`src/rtl/rs_pkg.sv`:
```
package rs_pkg;

    typedef enum logic [1:0] {
        OP_HOLD,
        OP_PUSH,
        OP_POP,
        OP_LOAD
    } ptr_op_e;

    typedef enum logic {
        TRAP_IDLE,
        TRAP_FIRE
    } trap_state_e;

endpackage

```
`src/rtl/rs_ptr_ctrl.sv`:
```
module rs_ptr_ctrl
    import rs_pkg::*;
#(
    parameter int DEPTH = 16
) (
    input  logic                   clk,
    input  logic                   rst_n,
    input  logic                   cfg_fault_reset,
    input  logic                   push_req,
    input  logic                   pop_req,
    input  logic                   sw_ptr_we,
    input  logic [$clog2(DEPTH):0] sw_ptr_wdata,
    input  logic                   clr_ovf,
    input  logic                   clr_unf,
    output logic [$clog2(DEPTH):0] ptr,
    output logic                   push_we,
    output logic [$clog2(DEPTH)-1:0] push_idx,
    output logic                   ovf_flag,
    output logic                   unf_flag,
    output logic                   rst_req
);
    localparam int IDX_W = $clog2(DEPTH);
    localparam int PTR_W = IDX_W + 1;
    localparam logic [PTR_W-1:0] EMPTY    = {PTR_W{1'b1}};
    localparam logic [IDX_W-1:0] LAST_IDX = IDX_W'(DEPTH - 1);

    ptr_op_e          op;
    logic [PTR_W-1:0] ptr_q, ptr_d;
    logic             ovf_ev, unf_ev;
    logic             ovf_q, unf_q;
    trap_state_e      trap_q, trap_d;

    // Operation selection: push beats pop, core beats software.
    always_comb begin
        if (push_req)       op = OP_PUSH;
        else if (pop_req)   op = OP_POP;
        else if (sw_ptr_we) op = OP_LOAD;
        else                op = OP_HOLD;
    end

    // Next pointer and fault events.
    always_comb begin
        ptr_d  = ptr_q;
        ovf_ev = 1'b0;
        unf_ev = 1'b0;
        unique case (op)
            OP_PUSH: begin
                if (ptr_q[IDX_W]) begin
                    ptr_d = '0;
                end else if (ptr_q[IDX_W-1:0] == LAST_IDX) begin
                    ptr_d  = '0;
                    ovf_ev = 1'b1;
                end else begin
                    ptr_d = ptr_q + PTR_W'(1);
                end
            end
            OP_POP: begin
                if (ptr_q[IDX_W] || ptr_q == '0) begin
                    ptr_d  = EMPTY;
                    unf_ev = 1'b1;
                end else begin
                    ptr_d = ptr_q - PTR_W'(1);
                end
            end
            OP_LOAD: ptr_d = sw_ptr_wdata;
            OP_HOLD: ptr_d = ptr_q;
        endcase
    end

    // Fault-reset machine transitions.
    always_comb begin
        unique case (trap_q)
            TRAP_IDLE: trap_d = ((ovf_ev || unf_ev) && cfg_fault_reset) ? TRAP_FIRE : TRAP_IDLE;
            TRAP_FIRE: trap_d = ((ovf_ev || unf_ev) && cfg_fault_reset) ? TRAP_FIRE : TRAP_IDLE;
        endcase
    end

    // State register.
    always_ff @(posedge clk or negedge rst_n) begin
        if (!rst_n) begin
            ptr_q  <= EMPTY;
            trap_q <= TRAP_IDLE;
            ovf_q  <= 1'b0;
            unf_q  <= 1'b0;
        end else begin
            ptr_q  <= ptr_d;
            trap_q <= trap_d;
            if (ovf_ev)       ovf_q <= 1'b1;
            else if (clr_ovf) ovf_q <= 1'b0;
            if (unf_ev)       unf_q <= 1'b1;
            else if (clr_unf) unf_q <= 1'b0;
        end
    end

    // Outputs.
    always_comb begin
        unique case (trap_q)
            TRAP_IDLE: rst_req = 1'b0;
            TRAP_FIRE: rst_req = 1'b1;
        endcase
    end

    assign ptr      = ptr_q;
    assign ovf_flag = ovf_q;
    assign unf_flag = unf_q;
    assign push_we  = (op == OP_PUSH);
    assign push_idx = ptr_d[IDX_W-1:0];

    a_r4_overflow_wraps: assert property (@(posedge clk) disable iff (!rst_n)
        (push_req && !ptr_q[IDX_W] && ptr_q[IDX_W-1:0] == LAST_IDX) |=> (ptr_q == '0 && ovf_q));

    a_r5_underflow_empties: assert property (@(posedge clk) disable iff (!rst_n)
        (pop_req && !push_req && (ptr_q[IDX_W] || ptr_q == '0)) |=> (ptr_q == EMPTY && unf_q));

    a_r6_no_req_when_disabled: assert property (@(posedge clk) disable iff (!rst_n)
        !cfg_fault_reset |=> !rst_req);

    a_r10_ovf_sticky: assert property (@(posedge clk) disable iff (!rst_n)
        (ovf_q && !clr_ovf) |=> ovf_q);

    a_r10_unf_sticky: assert property (@(posedge clk) disable iff (!rst_n)
        (unf_q && !clr_unf) |=> unf_q);

    a_r9_push_wins: assert property (@(posedge clk) disable iff (!rst_n)
        (push_req && pop_req && ptr_q == EMPTY) |=> (ptr_q == '0));

endmodule

```
`src/rtl/rs_entry_bank.sv`:
```
module rs_entry_bank #(
    parameter int DEPTH = 16,
    parameter int PC_W  = 15
) (
    input  logic                     clk,
    input  logic                     rst_n,
    input  logic                     push_we,
    input  logic [$clog2(DEPTH)-1:0] push_idx,
    input  logic [PC_W-1:0]          push_data,
    input  logic                     sw_hi_we,
    input  logic                     sw_lo_we,
    input  logic [$clog2(DEPTH)-1:0] sw_idx,
    input  logic [7:0]               sw_wdata,
    input  logic [$clog2(DEPTH)-1:0] rd_idx,
    output logic [PC_W-1:0]          rd_data
);
    localparam int IDX_W = $clog2(DEPTH);
    localparam int HI_W  = PC_W - 8;

    logic [PC_W-1:0] ent [DEPTH];

    for (genvar g = 0; g < DEPTH; g++) begin : g_ent
        logic [PC_W-1:0] q;
        logic            sel_push, sel_sw;
        assign sel_push = push_we && (push_idx == IDX_W'(g));
        assign sel_sw   = sw_idx == IDX_W'(g);

        always_ff @(posedge clk or negedge rst_n) begin
            if (!rst_n) begin
                q <= '0;
            end else if (sel_push) begin
                q <= push_data;
            end else begin
                if (sw_hi_we && sel_sw) q[PC_W-1:8] <= sw_wdata[HI_W-1:0];
                if (sw_lo_we && sel_sw) q[7:0]      <= sw_wdata;
            end
        end
        assign ent[g] = q;
    end

    assign rd_data = ent[rd_idx];

    a_r2_push_lands: assert property (@(posedge clk) disable iff (!rst_n)
        push_we |=> (ent[$past(push_idx)] == $past(push_data)));

endmodule

```
`src/rtl/rs_tos_view.sv`:
```
module rs_tos_view #(
    parameter int DEPTH = 16,
    parameter int PC_W  = 15
) (
    input  logic                   cfg_fault_reset,
    input  logic [$clog2(DEPTH):0] ptr,
    input  logic [PC_W-1:0]        entry,
    output logic [PC_W-1:0]        tos_pc,
    output logic [7:0]             tos_hi,
    output logic [7:0]             tos_lo
);
    localparam int IDX_W = $clog2(DEPTH);
    localparam int HI_W  = PC_W - 8;

    logic outside;
    assign outside = ptr[IDX_W];

    always_comb begin
        if (outside && cfg_fault_reset) tos_pc = '0;
        else                            tos_pc = entry;
    end

    assign tos_hi = {{(8 - HI_W){1'b0}}, tos_pc[PC_W-1:8]};
    assign tos_lo = tos_pc[7:0];

    always_comb begin
        a_r3_hi_msb_zero: assert (tos_hi[7] == 1'b0);
    end

endmodule

```
`src/rtl/pc_return_stack.sv`:
```
module pc_return_stack #(
    parameter int DEPTH = 16,
    parameter int PC_W  = 15
) (
    input  logic                   clk,
    input  logic                   rst_n,
    input  logic                   cfg_fault_reset,
    input  logic                   push_req,
    input  logic [PC_W-1:0]        push_pc,
    input  logic                   pop_req,
    output logic [PC_W-1:0]        pop_pc,
    input  logic                   sw_ptr_we,
    input  logic                   sw_hi_we,
    input  logic                   sw_lo_we,
    input  logic [7:0]             sw_wdata,
    input  logic                   clr_ovf,
    input  logic                   clr_unf,
    output logic [$clog2(DEPTH):0] ptr,
    output logic [7:0]             tos_hi,
    output logic [7:0]             tos_lo,
    output logic                   ovf_flag,
    output logic                   unf_flag,
    output logic                   rst_req
);
    localparam int IDX_W = $clog2(DEPTH);
    localparam int PTR_W = IDX_W + 1;

    logic             core_busy;
    logic             push_we;
    logic [IDX_W-1:0] push_idx;
    logic [PC_W-1:0]  entry;

    assign core_busy = push_req || pop_req;

    rs_ptr_ctrl #(.DEPTH(DEPTH)) u_ctrl (
        .clk             (clk),
        .rst_n           (rst_n),
        .cfg_fault_reset (cfg_fault_reset),
        .push_req        (push_req),
        .pop_req         (pop_req),
        .sw_ptr_we       (sw_ptr_we),
        .sw_ptr_wdata    (sw_wdata[PTR_W-1:0]),
        .clr_ovf         (clr_ovf),
        .clr_unf         (clr_unf),
        .ptr             (ptr),
        .push_we         (push_we),
        .push_idx        (push_idx),
        .ovf_flag        (ovf_flag),
        .unf_flag        (unf_flag),
        .rst_req         (rst_req)
    );

    rs_entry_bank #(.DEPTH(DEPTH), .PC_W(PC_W)) u_bank (
        .clk       (clk),
        .rst_n     (rst_n),
        .push_we   (push_we),
        .push_idx  (push_idx),
        .push_data (push_pc),
        .sw_hi_we  (sw_hi_we && !core_busy),
        .sw_lo_we  (sw_lo_we && !core_busy),
        .sw_idx    (ptr[IDX_W-1:0]),
        .sw_wdata  (sw_wdata),
        .rd_idx    (ptr[IDX_W-1:0]),
        .rd_data   (entry)
    );

    rs_tos_view #(.DEPTH(DEPTH), .PC_W(PC_W)) u_view (
        .cfg_fault_reset (cfg_fault_reset),
        .ptr             (ptr),
        .entry           (entry),
        .tos_pc          (pop_pc),
        .tos_hi          (tos_hi),
        .tos_lo          (tos_lo)
    );

    a_r8_sw_load_blocked: assert property (@(posedge clk) disable iff (!rst_n)
        (sw_ptr_we && push_req && ptr == 5'h1F) |=> (ptr == 5'h00));

endmodule

```
`config.mk`:
```
export PLATFORM = sky130hd
export DESIGN_NAME = pc_return_stack
export DESIGN_NICKNAME = d
export VERILOG_FILES = /design/src/rtl/rs_pkg.sv /design/src/rtl/rs_ptr_ctrl.sv /design/src/rtl/rs_entry_bank.sv /design/src/rtl/rs_tos_view.sv /design/src/rtl/pc_return_stack.sv
export SDC_FILE = /design/constraint.sdc
export NUM_CORES = 1
export LEC_CHECK = 0
export BUFFER_PORTS_ARGS = -buffer_cell sky130_fd_sc_hd__buf_4
export CAP_MARGIN = 20
export CELL_PAD_IN_SITES_DETAIL_PLACEMENT = 0
export CELL_PAD_IN_SITES_GLOBAL_PLACEMENT = 1
export CORE_AREA = 2 2 172 174
export CTS_CLUSTER_SIZE = 14
export DETAILED_ROUTE_END_ITERATION = 6
export DIE_AREA = 0 0 174 176
export GPL_TIMING_DRIVEN = 0
export PLACE_DENSITY = 0.78
export SLEW_MARGIN = 20
export SYNTH_ARGS = -nofsm -noshare
export SYNTH_HDL_FRONTEND = slang
export SYNTH_SLANG_ARGS = --single-unit
```
`constraint.sdc`:
```
create_clock -name clk -period 4.2 [get_ports clk]
set_input_delay 0.63 -clock clk [delete_from_list [all_inputs] [get_ports clk]]
set_output_delay 0.63 -clock clk [all_outputs]
set_load 0.005 [all_outputs]
```
### After elaboration in Yosys (flattened, before gate mapping)

Cells that the tools add are included.

* register bits after elaboration: 248
* output and inout port bits: 39
* word-level logic and storage cells: 239

* add/subtract/negate cells: 2
* order comparisons: 1
* equality and inequality tests: 33
* mux-type cells: 70
* bitwise gates (word level): 2
* reduce and logical (&&, ||, !) cells: 94

Operators with widths (count)
* 15-bit 2-to-1 mux: 19
* 8-bit 2-to-1 mux: 16
* 7-bit 2-to-1 mux: 16
* 2-bit nonzero test: 34
* 4-bit equality test (second input constant): 16
* 15-bit binary-select mux with 4-bit select: 1
* 1-bit logical AND: 52
* 4-bit by 3-bit equality test with 1-bit output (second input constant): 8
* 5-bit one-hot mux with 4 select lines: 1
* 4-bit by 2-bit equality test with 1-bit output (second input constant): 4
* 5-bit 2-to-1 mux: 3
* 1-bit 2-to-1 mux: 10
* 4-bit by 1-bit equality test with 1-bit output (second input constant): 2
* 4-bit logical NOT: 2
* 2-bit 2-to-1 mux: 3
* 5-bit by 1-bit adder with 5-bit output (second input constant): 1
* 5-bit >= comparator (second input constant): 1
* 5-bit logical NOT: 1
* 4-bit NOT with 5-bit output: 1
* 5-bit by 1-bit subtractor with 5-bit output (second input constant): 1
* 2-bit equality test (second input constant): 2
* 1-bit logical OR: 3
* 2-bit by 1-bit equality test with 1-bit output (second input constant): 1
* 2-bit logical NOT: 1
* 3 further kinds: 3

### Depth between registers and ports, before layout

Gate-level depths: netlist of run 1.

* depth after elaboration: 8
* mapped depth: 11
* mapped depth without buffers: 7

### Modules after synthesis

Synthesis of run 1 repeated with hierarchy kept, for this count alone.

* cell total of the unflattened synthesis: 1722
* area total of the unflattened synthesis: 15025.7 um2

By module, submodules not included
* rs_entry_bank: instances 1, cells each 1615, area an instance 14108.5 um2
* rs_ptr_ctrl: instances 1, cells each 71, area an instance 605.6 um2
* rs_tos_view: instances 1, cells each 34, area an instance 296.5 um2
* pc_return_stack: instances 1, cells each 2, area an instance 15.0 um2

### Least setup slack after synthesis of run 1

No wires, ideal clock.

* kind: register to register
* from: register u_ctrl.ptr_q[0] (netlist: u_ctrl.ptr[0])
* to: register u_bank.g_ent[12].q[0]
* setup time: 83 ps
* data arrival time: 3037 ps
* slack: 1081 ps
* stages on the path, launching flop included: 12
* buffers on the path: 5
* path through: dfstp_2 > buf_2 > buf_1 > inv_1 > ha_1 > clkbuf_1 > a221oi_1 > nor4b_1 > buf_2 > buf_2 > nand2_1 > o21ai_0

* longest elaborated chain between the ends: 7
* elaborated cells between the ends (all ways): 15
* classes of those cells: add/sub (2); eq/ne (3); mux (5); reduce/logical (5)

Ends and longest elaborated chain
* from (decl): line rs_ptr_ctrl.sv:28 `logic [PTR_W-1:0] ptr_q, ptr_d;`
* from (signal assigned): line rs_ptr_ctrl.sv:86 `ptr_q <= ptr_d;`
* 5-bit by 1-bit adder with 5-bit output (tied with other cells): line rs_ptr_ctrl.sv:54 `ptr_d = ptr_q + PTR_W'(1);`
* 5-bit 2-to-1 mux or 1-bit logical OR (tied branches): line rs_ptr_ctrl.sv:50, rs_ptr_ctrl.sv:58
* 5-bit 2-to-1 mux, on equally long branches: line rs_ptr_ctrl.sv:48, rs_ptr_ctrl.sv:58
* 5-bit one-hot mux with 4 select lines: line rs_ptr_ctrl.sv:46 `unique case (op)`
* 4-bit equality test: line rs_entry_bank.sv:25 `assign sel_push = push_we && (push_idx == IDX_W'(g));`
* 1-bit logical AND: line rs_entry_bank.sv:25
* 15-bit 2-to-1 mux or 2-bit nonzero test (tied branches)
* to (signal assigned): line rs_entry_bank.sv:32 `q <= push_data;`
* to (signal, indexed assignment): line rs_entry_bank.sv:34 `if (sw_hi_we && sel_sw) q[PC_W-1:8] <= sw_wdata[HI_W-1:0];`
* to (signal assigned): line rs_entry_bank.sv:35 `if (sw_lo_we && sel_sw) q[7:0] <= sw_wdata;`
* to (decl): line rs_entry_bank.sv:23 `logic [PC_W-1:0] q;`

Several ways; a longest one is shown, not always the timed one.
A chain may end at the register's enable or synchronous reset.

### Worst setup path in the final report of run 1

* from: register u_ctrl.ptr_q[1] (netlist: u_ctrl.ptr[1])
* to: output tos_hi[3]

* longest elaborated chain between the ends: 5

Ends and longest elaborated chain
* 4-bit NOT with 5-bit output (implied by the code): line rs_entry_bank.sv:41 `assign rd_data = ent[rd_idx];`
* 15-bit binary-select mux with 4-bit select: line rs_entry_bank.sv:41
* 15-bit 2-to-1 mux (implied by the code) (2 in series): line rs_entry_bank.sv:41
* 15-bit 2-to-1 mux: line rs_tos_view.sv:19 `if (outside && cfg_fault_reset) tos_pc = '0;`
* to (decl): line pc_return_stack.sv:19 `output logic [7:0] tos_hi,`

No other way between the ends. The select of a mux whose other input is x is not followed.

==> results.json, run 1 <==
{
  "grt_pass1_wl_mm": 73.9,
  "insertion_delay_ns": 0.58,
  "die-area_mm2": 0.0306,
  "synth_top_area_share_pct": 42.7,
  "hp-class": "in2async",
  "period_needed_ns": 4.12,
  "dp.final_hpwl_mm": 35.9,
  "setup_viol": 0,
  "rrSetupSlack_ns": 0.24,
  "synthCells": 1375,
  "async_reset_ff_share_pct": 100,
  "rows": 62,
  "grt_antenna_before_repair": 0,
  "die_h_um": 176,
  "vias": 11700,
  "yosysMostFrequentCell": "dfrtp_1",
  "critPathArrivalTime_ns": 3.49,
  "rr_worst_depth": 11,
  "reg2reg_from": "u_ctrl.ptr[0]$_DFF_PN1_",
  "cts.path.max_buffers": 3,
  "powerDensity_mw_per_mm2": 744,
  "p_int_uw": 7710,
  "r2r-end": "u_bank.g_ent[10].q[12]$_DFFE_PN0P_",
  "cts_buffers": 30,
  "cts_hold_buf": 0,
  "cts_setup_buffers": 0,
  "post-route-drc-count": 0,
  "cts_tree": "yes",
  "pwr-share-seq_pct": 34.9,
  "first_pass_iters": 5,
  "clkTransAtPathRegs_ns": 0.06,
  "synth_common_cells": "dfrtp_1, mux2i_1, a21oi_1",
  "critPathLaunchType": "register",
  "grt_use_total_pct": 32.4,
  "p_sw_uw": 4360,
  "outcome": "finished clean",
  "nFillCells": 2520,
  "wl_per_cell_um": 26.5,
  "hold_viol": 0,
  "place_congestion": 0.955,
  "path_max_fanout": 10,
  "portBuffers": 50,
  "multi_input_area_mm2": 0.00728,
  "slew_headroom_pct": 22.7,
  "ant_nets": 0,
  "clock.fmax_mhz": 243,
  "seqCellArea_mm2": 0.00621,
  "drive_above_1_share_pct": 17.2,
  "grt_max_degree": 91,
  "leakage_uw": 0.00718,
  "synthTopCellsByArea": "dfrtp_1, mux2i_1, mux4_2",
  "syn_avg_cell_area_um2": 10.4,
  "power_frac_clock_pct": 21.6,
  "drt_iter0_markers": 1091,
  "end_kind": "primary output",
  "synth-main-ff-cell": "dfrtp_1",
  "overflow": 0,
  "fin_setup_tns_ns": 0,
  "swShare_pct": 36.1,
  "nets": 1496,
  "irDropWorstVdd_uv": 555,
  "path_class": "reg2out",
  "netlist_area_mm2": 0.0143,
  "cts_num_sinks": 248,
  "drt-vias-per-instance": 6.24,
  "cts-root-buf": "clkbuf_16",
  "combPwrFrac_pct": 43.4,
  "final_cells": 1866,
  "skew_ns": 0.0271,
  "ys_seq_elements": 248,
  "dp_cells": 1811,
  "maxCapViolations": 0,
  "initial_core_util_pct": 49.9,
  "synth-warning-count": 0,
  "ios": 72,
  "core_area_mm2": 0.0285,
  "finalCritPeriodShare_pct": 98.0,
  "placement.setup.worst_slack_ns": -0.274,
  "diodes": 0,
  "die_x_um": 174,
  "cp_data_required_time_ns": 3.57,
  "htreeDepth": 1,
  "worst_pin_slew_ns": 1.15,
  "grt_setup_unrepaired": "no",
  "wirelength_mm": 49.4,
  "yosysSeqAreaShare_pct": 43.6,
  "synth_top_area_cell": "dfrtp_1",
  "grt_pass1_vias": 11500,
  "ys_types": 57,
  "slew_viol_final": 0,
  "syn2layout_area_growth_pct": 13.7,
  "utilization_pct": 56.8,
  "synth_edf_count": 0,
  "fin_ws_ns": 0.0836,
  "syn_nets": 1412
}
[what timing repair did]
item,4_1_cts,5_1_grt
gates resized for setup,13,10
pin swaps,0,0
endpoints found under the setup margin,85,57
[cells by family after synthesis]
kind of cell / synth area share, %
and+or+nand+nor: 10.4
muxes: 29.0
AOI/OAI and AO/OA: 11.0
DFF: 43.6
buffers and inverters: 5.38
adders and majority gates: 0.351
xor gates and xnor gates: 0.246
other: 0.0263
[power by group through the flow]
stage | Combinational, uW | Clock (uW) | Sequential [uW]
floorplan | 3530 | 0 | 3970
detailed placement | 5170 | 0 | 4230
global route | 5620 | 2730 | 4320
finish | 5240 | 2610 | 4210
global placement | 5040 | 0 | 4180
CTS | 5190 | 2640 | 4190
[worst max-delay path: stages (launching register included)]
cell      delay [ns]
dfstp_2         0.63
clkbuf_2        0.38
clkbuf_1        0.57
mux4_2          0.33
mux2i_1         0.08
o22ai_1         0.59
buf_4           0.22
buf_4           0.10
[sequential cells by signal (all words and copies together), names as in the netlist]
name             count
u_ctrl.unf_flag      1
u_ctrl.ovf_flag      1
u_ctrl.ptr           5
u_bank.g_ent.q     240
u_ctrl.trap_q        1
[layer usage]
layer	wire (um)	global-route usage (%)	up-vias
met3	3910	7.30	137
met1	20900	43.9	5867
met2	22100	50.3	553
met5	0	0	-
met4	2460	14.6	0
li1	-	-	5094
[through the flow]
stage          instance area, um^2  power [uW]  hold slack (ns)
3_3_place_gp                 15100        9220            0.487
4_1_cts                      16200       12000            0.112
3_5_place_dp                 15200        9390            0.497
6_report                     16200       12100           0.0898
5_1_grt                      16200       12700            0.160
2_1_floorplan                14300        7500            0.334
[placed cells by master, fill, tap and decap left out, types with 7 or more instances in the layout]
cell type / netlist / routed
buf_1: 23 / 19
nand3_1: 13 / 13
inv_1: 10 / 10
mux2i_1: 240 / 240
nor2_1: 140 / 138
nor2b_1: 9 / 9
dfrtp_1: 243 / 243
a21oi_1: 145 / 145
nand2_1: 115 / 115
clkbuf_16: 0 / 30
clkbuf_1: 98 / 100
clkbuf_2: 0 / 7
buf_4: 19 / 70
o22ai_1: 16 / 16
mux2_4: 10 / 10
buf_2: 19 / 15
nor4_1: 14 / 14
clkbuf_8: 0 / 10
o21ai_0: 81 / 81
mux4_2: 60 / 60
mux2_2: 20 / 20
o221ai_1: 8 / 8
[worst max path at each step]
stage,end,slack (ns),cells after the start,startpoint
after global placement,u_bank.g_ent[14].q[3]$_DFFE_PN0P_,-0.17,9,u_ctrl.ptr[0]$_DFF_PN1_
final,tos_hi[3],0.08,7,u_ctrl.ptr[1]$_DFF_PN1_
after CTS,tos_hi[3],-0.005,8,u_ctrl.ptr[0]$_DFF_PN1_
after global routing,u_bank.g_ent[10].q[2]$_DFFE_PN0P_,0.02,11,u_ctrl.ptr[0]$_DFF_PN1_
after detailed placement,u_bank.g_ent[14].q[5]$_DFFE_PN0P_,-0.27,9,u_ctrl.ptr[0]$_DFF_PN1_
after floorplan,u_bank.g_ent[12].q[0]$_DFFE_PN0P_,1.08,11,u_ctrl.ptr[0]$_DFF_PN1_
[final cells by class]
type                            count  area share [%]
Tap cell                          384            2.96
Clock buffer                       48            5.67
Sequential cell                   248            38.3
Clock inverter                      7           0.455
Buffer                            162            4.73
Multi-Input combinational cell    955            44.9
Inverter                           10           0.232
Timing Repair Buffer               52            2.70
(Power assumes the default switching activity.)
==> run 2: changes to the inputs <==
ABC_AREA = 1   (was unset)
CORE_AREA = 2 2 182 184   (was 2 2 172 174)
DIE_AREA = 0 0 184 186   (was 0 0 174 176)
PLACE_DENSITY = 0.77   (was 0.78)
==> run 2 against run 1 <==
  * Sequential share of layout area is 1.2 points lower
  * Routed wire length is 47% higher
  * Power is 11% higher
  * Combinational power is 24% higher
  * Critical path type unchanged
  * Clock power is 3% higher
  * Highest routed layer unchanged
  * Largest cell class unchanged
  * Register-to-register slack better by 0.06 ns
  * The run now ends with negative setup slack left
==> results.json, run 2 <==
{
  "ys_seq_elements": 248,
  "grt_use_total_pct": 42.1,
  "ys_types": 33,
  "clkTransAtPathRegs_ns": 0.06,
  "placement.setup.worst_slack_ns": 0.0520,
  "yosysSeqAreaShare_pct": 42.2,
  "async_reset_ff_share_pct": 100,
  "die_x_um": 184,
  "maxCapViolations": 0,
  "rrSetupSlack_ns": 0.30,
  "drive_above_1_share_pct": 12.1,
  "fin_ws_ns": -0.0336,
  "largest_reg_flops": 240,
  "yosysMostFrequentCell": "nand3_1",
  "post-route-drc-count": 0,
  "cts_setup_buffers": 0,
  "finalCritPeriodShare_pct": 101,
  "hp-class": "in2async",
  "leakage_uw": 0.00720,
  "die-area_mm2": 0.0342,
  "cts_tree": "yes",
  "synth-main-ff-cell": "dfrtp_1",
  "grt_max_degree": 90,
  "rr_worst_depth": 13,
  "drt_iter0_markers": 2375,
  "reg2reg_from": "u_ctrl.ptr[0]$_DFF_PN1_",
  "seqCellArea_mm2": 0.00621,
  "regMostFlops": "u_bank.g_ent.q",
  "path_class": "reg2out",
  "die_h_um": 186,
  "fin_hold_ws_ns": 0.0761,
  "place_area_mm2": 0.0157,
  "r2r-end": "u_bank.g_ent[1].q[14]$_DFFE_PN0P_",
  "syn_avg_cell_area_um2": 7.42,
  "cts_buffers": 31,
  "utilization_pct": 52.0,
  "netlist_area_mm2": 0.0147,
  "ios": 72,
  "syn_nets": 2019,
  "synth_common_cells": "nand3_1, dfrtp_1, nand2_1",
  "wl_per_cell_um": 29.0,
  "synth_top_area_cell": "dfrtp_1",
  "grtUsageMet1_pct": 55.9,
  "overflow": 0,
  "htreeDepth": 1,
  "wirelength_mm": 72.6,
  "outcome": "complete, but fails checks",
  "drt-vias-per-instance": 6.70,
  "grt_setup_unrepaired": "no",
  "slew_headroom_pct": 16.1,
  "final_area_mm2": 0.0167,
  "synthCells": 1982,
  "cp_data_required_time_ns": 3.57,
  "final_cells": 2499,
  "grt_pass1_wl_mm": 104,
  "initial_core_util_pct": 45.7,
  "diodes": 0,
  "core_area_mm2": 0.0322,
  "layout_commonest_cell": "nand3_1",
  "critPathArrivalTime_ns": 3.60,
  "skew_ns": 0.0113,
  "ant_nets": 0,
  "synthTopCellsByArea": "dfrtp_1, nand3_1, nand2_1",
  "met3_usage_pct": 7.87,
  "cts.path.max_buffers": 3,
  "nets": 2105,
  "period_needed_ns": 4.23,
  "worst_pin_slew_ns": 1.26,
  "insertion_delay_ns": 0.57,
  "hold_viol": 0,
  "grt_pass1_vias": 15400,
  "dp.final_hpwl_mm": 50.8,
  "synth-warning-count": 0,
  "multi_input_area_mm2": 0.00732,
  "portBuffers": 49,
  "rows": 66,
  "synth_top_area_share_pct": 41.3,
  "first_pass_iters": 6,
  "path_max_fanout": 10,
  "dp_cells": 2442,
  "setup_viol": 4,
  "mostFrequentLayoutCells": "nand3_1, dfrtp_1, nand2_1, nor2_1, o21ai_0",
  "cts_num_sinks": 248,
  "grt_antenna_before_repair": 0,
  "syn2layout_area_growth_pct": 13.8,
  "nFillCells": 3298,
  "cts-root-buf": "clkbuf_16",
  "synth_edf_count": 0,
  "powerDensity_mw_per_mm2": 802,
  "end_kind": "primary output",
  "place_congestion": 1.06,
  "vias": 16800,
  "violations": "negative setup slack",
  "grt-busiest-layer": "met2",
  "critPathLaunchType": "register",
  "slew_viol_final": 0,
  "grtUsageMet2_pct": 63.6,
  "irDropWorstVdd_uv": 422,
  "clock.fmax_mhz": 236
}
## run 2: report_power, final
| group | switching (uW) | internal [uW] |
|---|---|---|
| logic | 4240 | 2250 |
| clock network | 1110 | 1580 |
| registers | 765 | 3480 |
| total | 6120 | 7310 |
## run 2: through the flow
step           power (uW)  setup TNS [ns]
2_1_floorplan        7740               0
4_1_cts             13100               0
5_1_grt             14000               0
3_5_place_dp        10400               0
3_3_place_gp        10300               0
6_report            13400         -0.0661
## run 2: cells by family (layout without fill, tap and decap cells)
group | after synthesis | count (layout) | share of synthesized area (%)
DFF | 248 | 248 | 42.2
AOI/OAI and AO/OA | 205 | 205 | 7.91
other | 1 | 1 | 0.0255
adders and majority gates | 4 | 4 | 0.340
buffers and inverters | 276 | 385 | 8.39
and+or+nand+nor | 1248 | 1248 | 41.1
## run 2: area by class of cell
type	instances	share of cell area [%]
multi-input cells	1458	43.7
flip-flops and latches	248	37.1
plain buffers	206	5.84
clock buffers	49	5.39
well taps	408	3.05
repair buffers	54	2.82
inverters	69	1.59
clock inverters	7	0.523
## run 2: timing repair
item | CTS | global route
gates resized for setup | 5 | 8
hold buffers | 0 | 0
setup endpoints to repair | 30 | 6
## run 2: worst max-delay path, cell delays in order, from the launching register on
cell      delay, ns
dfstp_2        0.58
buf_2          0.27
clkbuf_4       0.34
clkbuf_1       0.53
nor2_1         0.15
o22ai_1        0.29
nand2_1        0.13
a41oi_1        0.45
buf_4          0.18
buf_4          0.10
## run 2: how the worst max path moves through the flow
stage / cells past startpoint / slack [ns] / endpoint / start
floorplan: 17 / 1.41 / u_bank.g_ent[7].q[11]$_DFFE_PN0P_ / u_ctrl.ptr[0]$_DFF_PN1_
global placement: 14 / 0.05 / u_bank.g_ent[1].q[14]$_DFFE_PN0P_ / u_ctrl.ptr[0]$_DFF_PN1_
detailed placement: 14 / 0.05 / u_bank.g_ent[1].q[14]$_DFFE_PN0P_ / u_ctrl.ptr[0]$_DFF_PN1_
CTS: 9 / 0.05 / tos_lo[2] / u_ctrl.ptr[0]$_DFF_PN1_
global route: 9 / 0.01 / tos_hi[6] / u_ctrl.ptr[0]$_DFF_PN1_
finish: 9 / -0.03 / tos_hi[4] / u_ctrl.ptr[0]$_DFF_PN1_
## run 2: layer usage
| metal | up-vias | wire length (um) | share of wire [%] |
|---|---|---|---|
| li1 | 7127 | - | - |
| met1 | 8077 | 27900 | 38 |
| met2 | 1233 | 31200 | 43 |
| met3 | 313 | 7900 | 11 |
| met4 | 0 | 5540 | 7.6 |
| met5 | - | 0 | 0 |
==> run 3: changes to the inputs <==
PLACE_DENSITY = 0.78   (was 0.77)
==> run 3 against run 2 <==
  * The flow finishes with violations (design-rule violations, negative setup slack)
  * Final area increased by 0.12%
  * Setup slack worse by 0.032 ns
  * Core utilization increased by 0.062 points
  * Clock skew down 0.0014 ns
  * Non-clock buffer count rose by 3
  * Power up 0.98%
  * Die area did not move
  * Flip-flop and latch count stayed put
  * Critical endpoint is now tos_lo[6]
==> results.json, run 3 (synthesis results as in run 2) <==
{
  "powerDensity_mw_per_mm2": 809,
  "period_needed_ns": 4.27,
  "worst_pin_slew_ns": 1.27,
  "initial_core_util_pct": 45.7,
  "htreeDepth": 1,
  "violations": "design-rule violations, negative setup slack",
  "grt_use_total_pct": 43.0,
  "hold_viol": 0,
  "cp_data_required_time_ns": 3.57,
  "mostFrequentLayoutCells": "nand3_1, dfrtp_1, nand2_1, nor2_1, o21ai_0",
  "cts_buffers": 31,
  "p_sw_uw": 6280,
  "slew_headroom_pct": 15.4,
  "vias": 16900,
  "drive_above_1_share_pct": 12.3,
  "end_kind": "primary output",
  "irDropWorstVdd_uv": 389,
  "cts_num_sinks": 248,
  "fin_ws_ns": -0.0656,
  "core_area_mm2": 0.0322,
  "top_layer": "met4",
  "finalCritPeriodShare_pct": 102,
  "slew_viol_final": 0,
  "syn2layout_area_growth_pct": 14.0,
  "ios": 72,
  "cts.path.max_buffers": 3,
  "met2WireLength_mm": 31.6,
  "grt_pass1_vias": 15600,
  "clkTransAtPathRegs_ns": 0.06,
  "insertion_delay_ns": 0.58,
  "path_max_fanout": 10,
  "nFillCells": 3215,
  "overflow": 0,
  "grt_pass1_wl_mm": 106,
  "wirelength_mm": 74.1,
  "cts-root-buf": "clkbuf_16",
  "critPathArrivalTime_ns": 3.64,
  "pwr-share-seq_pct": 30.9,
  "critPathLaunchType": "register",
  "setup_viol": 8,
  "cts_setup_buffers": 0,
  "cts_tree": "yes",
  "die_h_um": 186,
  "grt_max_degree": 91,
  "leakage_uw": 0.00722,
  "power_frac_clock_pct": 19.6,
  "path_class": "reg2out",
  "dp.final_hpwl_mm": 51.2,
  "outcome": "complete, but fails checks",
  "drt-vias-per-instance": 6.78,
  "fin_setup_tns_ns": -0.243,
  "p_int_uw": 7280,
  "drt_iter0_markers": 2788,
  "wl_per_cell_um": 29.6,
  "first_pass_iters": 7,
  "clock.fmax_mhz": 234,
  "place_congestion": 1.07,
  "combPwrFrac_pct": 49.5,
  "m1WireLength_mm": 28.7,
  "post-route-drc-count": 19,
  "ant_nets": 0,
  "grt_setup_unrepaired": "yes",
  "skew_ns": 0.00992,
  "nets": 2108,
  "met3WireLength_mm": 8.51,
  "regMostFlops": "u_bank.g_ent.q",
  "portBuffers": 49,
  "hp-class": "in2reg",
  "rows": 66,
  "layout_commonest_cell": "nand3_1",
  "diodes": 0,
  "grt_antenna_before_repair": 0,
  "die_x_um": 184,
  "fin_hold_ws_ns": 0.245,
  "die-area_mm2": 0.0342,
  "swShare_pct": 46.3,
  "maxCapViolations": 0,
  "largest_reg_flops": 240
}
## run 3: changes by cell type in the layout (fill, tap and decap cells not counted), sizes merged
cell,delta
clkinvlp,-1
clkinv,+3
dlygate4sd3,+1
clkbuf,-5
buf,+2
## run 3: area by class of cell
type | count | area [um^2] | share of cell area (%)
multi-input cells | 1458 | 7330 | 43.7
clock buffers | 44 | 865 | 5.16
inverters | 69 | 267 | 1.59
repair buffers | 57 | 508 | 3.03
well taps | 408 | 510 | 3.04
plain buffers | 206 | 980 | 5.84
clock inverters | 9 | 95.1 | 0.567
flip-flops and latches | 248 | 6210 | 37.1
## run 3: repair_timing
item	4_1_cts	5_1_grt
hold buffers	1	0
endpoints found under the setup margin	32	10
endpoints found under the hold margin	25	0
gates resized for setup	9	9
## run 3: power groups by stage
stage	registers, uW	logic, uW	clock network (uW)
2_1_floorplan	3910	3820	0
3_3_place_gp	4160	6300	0
3_5_place_dp	4180	6370	0
4_1_cts	4150	6420	2640
5_1_grt	4270	7030	2750
6_report	4190	6720	2660
## run 3: stage by stage
stage	std cells	utilization [%]	worst slack [ns]	area, um^2	power [uW]
after CTS	2495	51.8	0.0531	16700	13200
after floorplan	1982	-	1.41	14700	7740
after global routing	2499	52.1	-0.00198	16800	14000
after detailed placement	2442	48.7	-0.0354	15700	10500
final	2499	52.1	-0.0656	16800	13600
after global placement	2439	48.4	-0.0500	15600	10500
## run 3: final timing paths
| check | from | end | slack, ns | depth (start not counted) |
|---|---|---|---|---|
| min | clr_ovf | u_ctrl.ovf_flag$_DFFE_PN0P_ | 0.25 | 2 |
| max | u_ctrl.ptr[0]$_DFF_PN1_ | tos_lo[6] | -0.07 | 9 |
| min in group asynchronous | rst_n | u_bank.g_ent[11].q[12]$_DFFE_PN0P_ | 0.49 | 2 |
| max in group asynchronous | rst_n | u_bank.g_ent[3].q[10]$_DFFE_PN0P_ | 2.65 | 4 |
| max reg2reg | u_ctrl.ptr[1]$_DFF_PN1_ | u_bank.g_ent[6].q[14]$_DFFE_PN0P_ | 0.13 | 14 |
| min reg2reg | u_bank.g_ent[13].q[8]$_DFFE_PN0P_ | u_bank.g_ent[13].q[8]$_DFFE_PN0P_ | 0.51 | 2 |
## run 3: metal layers
layer	vias up	GRT usage, %
met1	8206	57.2
met5	-	0
met3	302	8.94
met2	1299	64.2
met4	0	26.7
li1	7127	-
## run 3: critical path, stage by stage (launching register included)
cell and delay (ns):
dfstp_2 0.58, buf_2 0.28, clkbuf_4 0.34, clkbuf_1 0.49
nor2_1 0.10, o22ai_1 0.35, nand2_1 0.18, a41oi_1 0.44
buf_4 0.18, buf_4 0.10
